==> config.mk <==
export PLATFORM = sky130hd
export DESIGN_NAME = irq_pin_stage
export DESIGN_NICKNAME = d
export VERILOG_FILES = /design/src/rtl/irq_pkg.sv /design/src/rtl/irq_event_hold.sv /design/src/rtl/irq_pin_route.sv /design/src/rtl/irq_pin_drive.sv /design/src/rtl/irq_pin_stage.sv
export SDC_FILE = /design/constraint.sdc
export NUM_CORES = 1
export LEC_CHECK = 0
export ABC_CLOCK_PERIOD_IN_PS = 1650
export CORE_MARGIN = 8
export CORE_UTILIZATION = 30
export CTS_CLUSTER_SIZE = 20
export DETAILED_ROUTE_END_ITERATION = 16
export DONT_BUFFER_PORTS = 1
export GPL_TIMING_DRIVEN = 0
export PLACE_DENSITY = 0.56
export SKIP_CTS_REPAIR_TIMING = 1
export SYNTH_ARGS = -nofsm -noshare
export SYNTH_HDL_FRONTEND = slang
export SYNTH_HIERARCHICAL = 1
export SYNTH_SLANG_ARGS = --single-unit
==> constraint.sdc <==
create_clock -name clk -period 1.65 [get_ports clk]
set_input_delay 0.33 -clock clk [delete_from_list [all_inputs] [get_ports clk]]
set_output_delay 0.33 -clock clk [all_outputs]
set_load 0.05 [all_outputs]
==> src/rtl/irq_pkg.sv <==
package irq_pkg;
  localparam int EVT_N = 6;
  localparam int PIN_N = 2;

  typedef enum logic [2:0] {
    EV_FREEFALL = 3'd0,
    EV_WAKE     = 3'd1,
    EV_ORIENT   = 3'd2,
    EV_TAP1     = 3'd3,
    EV_TAP2     = 3'd4,
    EV_ACTCHG   = 3'd5
  } evt_idx_e;

  typedef struct packed {
    logic active_low;
    logic open_drain;
  } drive_cfg_t;
endpackage

==> src/rtl/irq_event_hold.sv <==
module irq_event_hold #(
  parameter int N = 6
) (
  input  logic         clk,
  input  logic         rst_n,
  input  logic         latch_i,
  input  logic [N-1:0] set_i,
  input  logic [N-1:0] clr_i,
  output logic [N-1:0] flags_o
);
  for (genvar i = 0; i < N; i++) begin : g_bit
    logic q;
    always_ff @(posedge clk or negedge rst_n) begin
      if (!rst_n)       q <= 1'b0;
      else if (latch_i) q <= set_i[i] | (q & ~clr_i[i]);
      else              q <= set_i[i];
    end
    assign flags_o[i] = q;

    a_r3_latch_hold: assert property (@(posedge clk) disable iff (!rst_n)
      (latch_i && q && !clr_i[i]) |=> q);
    a_r4_follow: assert property (@(posedge clk) disable iff (!rst_n)
      (!latch_i) |=> (q == $past(set_i[i])));
    a_r6_clear: assert property (@(posedge clk) disable iff (!rst_n)
      (latch_i && clr_i[i] && !set_i[i]) |=> !q);
    a_r8_set_wins: assert property (@(posedge clk) disable iff (!rst_n)
      set_i[i] |=> q);
  end
endmodule

==> src/rtl/irq_pin_route.sv <==
module irq_pin_route #(
  parameter int N = 6,
  parameter int P = 2
) (
  input  logic [N-1:0]   flags_i,
  input  logic           drdy_i,
  input  logic [P*N-1:0] evt_mask_i,
  input  logic [P-1:0]   drdy_mask_i,
  input  logic           enable_i,
  output logic [P-1:0]   act_o
);
  for (genvar p = 0; p < P; p++) begin : g_pin
    logic hit;
    assign hit      = |(flags_i & evt_mask_i[p*N +: N]) | (drdy_i & drdy_mask_i[p]);
    assign act_o[p] = hit & enable_i;
  end
endmodule

==> src/rtl/irq_pin_drive.sv <==
module irq_pin_drive
  import irq_pkg::*;
#(
  parameter int P = 2
) (
  input  logic [P-1:0] act_i,
  input  drive_cfg_t   cfg_i,
  output logic [P-1:0] pin_o,
  output logic [P-1:0] oe_o
);
  for (genvar p = 0; p < P; p++) begin : g_pin
    assign pin_o[p] = act_i[p] ^ cfg_i.active_low;
    assign oe_o[p]  = cfg_i.open_drain ? act_i[p] : 1'b1;
  end
endmodule

==> src/rtl/irq_pin_stage.sv <==
module irq_pin_stage
  import irq_pkg::*;
#(
  parameter int N = EVT_N,
  parameter int P = PIN_N
) (
  input  logic           clk,
  input  logic           rst_n,
  input  logic           sensor_on_i,
  input  logic           active_low_i,
  input  logic           open_drain_i,
  input  logic           latch_i,
  input  logic [N-1:0]   evt_i,
  input  logic           drdy_i,
  input  logic [P*N-1:0] evt_mask_i,
  input  logic [P-1:0]   drdy_mask_i,
  input  logic [N-1:0]   src_rd_i,
  input  logic           all_rd_i,
  output logic [P-1:0]   pin_o,
  output logic [P-1:0]   pin_oe_o,
  output logic [N-1:0]   src_flags_o,
  output logic           drdy_status_o
);
  logic [N-1:0] set_gated;
  logic [N-1:0] clr_any;
  logic [P-1:0] act;
  logic         drdy_q;
  drive_cfg_t   dcfg;

  assign set_gated = evt_i & {N{sensor_on_i}};
  assign clr_any   = src_rd_i | {N{all_rd_i}};
  assign dcfg      = '{active_low: active_low_i, open_drain: open_drain_i};

  // data-ready bypasses the latch: plain one-cycle register
  always_ff @(posedge clk or negedge rst_n) begin
    if (!rst_n) drdy_q <= 1'b0;
    else        drdy_q <= drdy_i & sensor_on_i;
  end
  assign drdy_status_o = drdy_q;

  irq_event_hold #(.N(N)) u_hold (
    .clk(clk), .rst_n(rst_n), .latch_i(latch_i),
    .set_i(set_gated), .clr_i(clr_any), .flags_o(src_flags_o)
  );

  irq_pin_route #(.N(N), .P(P)) u_route (
    .flags_i(src_flags_o), .drdy_i(drdy_q), .evt_mask_i(evt_mask_i),
    .drdy_mask_i(drdy_mask_i), .enable_i(sensor_on_i), .act_o(act)
  );

  irq_pin_drive #(.P(P)) u_drive (
    .act_i(act), .cfg_i(dcfg), .pin_o(pin_o), .oe_o(pin_oe_o)
  );

  a_r5_drdy_delay: assert property (@(posedge clk) disable iff (!rst_n)
    1'b1 |=> (drdy_status_o == $past(drdy_i && sensor_on_i)));
  a_r2_push_pull_oe: assert property (@(posedge clk) disable iff (!rst_n)
    !open_drain_i |-> (&pin_oe_o));
  a_r9_off_inactive: assert property (@(posedge clk) disable iff (!rst_n)
    !sensor_on_i |-> (pin_o == {P{active_low_i}}));
  a_r9_off_released: assert property (@(posedge clk) disable iff (!rst_n)
    (!sensor_on_i && open_drain_i) |-> (pin_oe_o == '0));
  a_r10_idle: assert property (@(posedge clk) disable iff (!rst_n)
    (src_flags_o == '0 && !drdy_status_o) |-> (pin_o == {P{active_low_i}}));
  a_r7_all_clear: assert property (@(posedge clk) disable iff (!rst_n)
    (latch_i && all_rd_i && !sensor_on_i) |=> (src_flags_o == '0));
endmodule

==> flow_summary_export.csv <==
group,metric,value,unit
sta,timing.final.crit_share,128,%
setup_path,crit_arrival,1780,ps
global_routing,grt_max_degree,9,
sta,skew,0,ps
route,vias,405,
logic_synthesis,synthTopCellsByArea,"dfrtp_1 (36%), o21bai_2 (14%), buf_4 (9.2%)",
floorplanning,dieArea,0.00317,sq mm
placed_design,io_buffers,0,
logic_synthesis,syn_inst,51,
route,ant_nets,0,
clocking,clockBufferDepth,2,
sta,hold_viol,0,
placed_design,dp_worst_setup_slack,-365,ps
logic_synthesis,synth_simple_gate_area_share,23.8,%
power,comb_power_share,34.0,%
logic_synthesis,syn_area_per_cell,9.57,sq um
global_routing,overflow,0,
sta,setup_tns,-1680,ps
placed_design,placedInstanceArea,541,sq um
clocking,ctsRootBufferMaster,"clkbuf_4",
layout,stdcell_count,73,
outcome,status,"finished, violations left",
placed_design,dp_hpwl,1.20,mm
setup_path,cp_max_fo,3,
sta,worst_pin_slew,388,ps
route,drcViolationCount,0,
power,internal-power,0.336,mW
logic_synthesis,synth-edff-count,0,
layout,regArea,176,sq um
placed_design,place_inst,67,
power,p_seq_share,37.1,%
route,drt-total-wl,1.34,mm
setup_path,setup.worst_path.class,"reg -> out",
layout,fillCellCount,156,
global_routing,top_usage_layer,"met2",
global_routing,grt_pass1_wl,2.13,mm
power,peakVddDrop,0.000386,V
global_routing,met3_usage,7.64,%
setup_path,start_kind,"flip-flop",
floorplanning,die_w,56.3,microns
power,total_power,0.523,mW
layout,multiInputGateArea,324,sq um
sta,finalWorstSetupSlack,-463,ps
route,wl_per_cell,18.3,microns
global_routing,grt_pass1_vias,427,
logic_synthesis,synth_top_family_by_area,"compound AO/OA/AOI/OAI gates",
logic_synthesis,synth_area,488,sq um
setup_path,r2r_start,"u_hold/g_bit[3].q",
layout,area_growth,27.9,%
clocking,cts_buffers,3,
floorplanning,initial_core_util,32.0,%
floorplanning,core_area,0.00152,sq mm
logic_synthesis,ys_warn_count,6,
logic_synthesis,synth_cell_type_count,12,
setup_path,critPathRequiredTime,1320,ps
layout,finalNetCount,92,
hold_path,holdCritPathClass,"in -> reg",
floorplanning,ios,45,
logic_synthesis,synth_commonest_cells,"and2_1 (7), dfrtp_1 (7)",
logic_synthesis,synth_adder_area_share,0,%
setup_path,crit_end,"pin_o[1]",
power,p_leak,0.264,nW
logic_synthesis,yosys.area.top_type,"dfrtp_1",
logic_synthesis,synth_top_cell_area_share,35.9,%
layout,fin_area,624,sq um
clocking,insertion_delay,240,ps
route,drt_first_pass_iters,4,
global_routing,antenna_found_initial,0,
clocking,path_clk_slew,50,ps
setup_path,rrSetupSlack,910,ps
clocking,cts_max_level,1,
logic_synthesis,synth_xor_xnor_area_share,3.59,%
power,powerDensity,837,mW/mm^2
logic_synthesis,synth_top_flop_cell,"dfrtp_1",
flow_run,max_cap_viol_count,0,
layout,drive_gt1_share,40.4,%
logic_synthesis,synth_compound_area_share,26.7,%
route,vias_per_cell,5.55,
clocking,cts_tree,"built",
power,switching_share,35.7,%
logic_synthesis,muxShareOfSynthArea,0,%
outcome,violations,"negative setup slack",
global_routing,gr-usage-all-layers,8.45,%
sta,drv_slew,0,
sta,timing.fmax,473,MHz
logic_synthesis,ys_ff_latch,7,
clocking,clock-sinks,7,
setup_path,r2r-end,"u_hold/g_bit[3].q",
global_routing,met1_usage,9.14,%
route,drtIter0Drc,10,
global_routing,use_met2,10.9,%
layout,antenna_cells,0,
setup_path,crit_path_start,"u_hold/g_bit[2].q",
logic_synthesis,synthArstFlopShare,100,%
floorplanning,die_h,56.3,microns
logic_synthesis,synth.net_count,85,
setup_path,reg2regPathDepth,3,
power,pwr-share-clk,28.9,%
sta,hold_slack,211,ps
setup_path,crit_path_end_kind,"output port",
sta,post-route-min-period,2110,ps
logic_synthesis,ys_seq_area_share,35.9,%
sta,slew_headroom,74.1,%
layout,fin_util,41.0,%
sta,rsz0062_at_grt,"yes",
power,p_switching,0.187,mW
sta,finalSetupViolCount,4,
placed_design,place.gp.congestion,0.668,
floorplanning,rows,14,
==> registers in the layout (all words and copies together), names as in the netlist <==
| signal | flops |
|---|---|
| drdy_status_o | 1 |
| u_hold/g_bit.q | 6 |
==> kinds of logic after synthesis <==
group / Yosys count
AO/OA/AOI/OAI: 14
XOR/XNOR: 2
buffers and inverters: 7
flip-flops: 7
AND/OR/NAND/NOR: 21
==> final cells by class <==
type                       count  share of cell area (%)
timing repair buffer           2                    2.81
multi-input combinational     37                    51.9
tap                           16                    3.21
clock buffer                   4                    4.21
buffer                         6                    9.02
inverter                       1                   0.601
sequential                     7                    28.3
==> worst min path at each step <==
stage	start	end	slack [ps]	depth (start not counted)
floorplan	rst_n	drdy_status_o	30	0
CTS	rst_n	u_hold/g_bit[1].q	-230	0
global placement	rst_n	u_hold/g_bit[5].q	30	0
global route	sensor_on_i	drdy_status_o	190	1
finish	sensor_on_i	drdy_status_o	210	1
detailed placement	rst_n	u_hold/g_bit[5].q	30	0
==> layer usage <==
metal,routed length (microns),up-vias,part of all wire (%)
li1,-,185,-
met1,505,180,38
met2,553,38,41
met3,267,2,20
met4,8,0,0.60
met5,0,-,0
==> placed cells by master (no fill, tap or decap), drive strengths merged <==
master,count
and2,7
dfrtp,7
buf,7
or2,6
nand2,6
o21bai,6
a22oi,4
clkbuf,4
xor2,2
a222oi,2
a31oi,2
nand2b,2
dlygate4sd3,1
inv,1
==> power groups by stage <==
stage | logic, mW | registers, mW | clock network [mW]
after floorplan | 0.149 | 0.195 | 0
after global placement | 0.158 | 0.197 | 0
after detailed placement | 0.160 | 0.197 | 0
after CTS | 0.160 | 0.194 | 0.157
after global routing | 0.188 | 0.195 | 0.175
final | 0.178 | 0.194 | 0.151
==> worst max-delay path, cell delays in order, from the launching register on <==
cell and delay (ps):
dfrtp_1 380, buf_6 160, a222oi_1 400, a31oi_2 210
xor2_4 390
No activity file was read; power rests on OpenSTA's default activity.
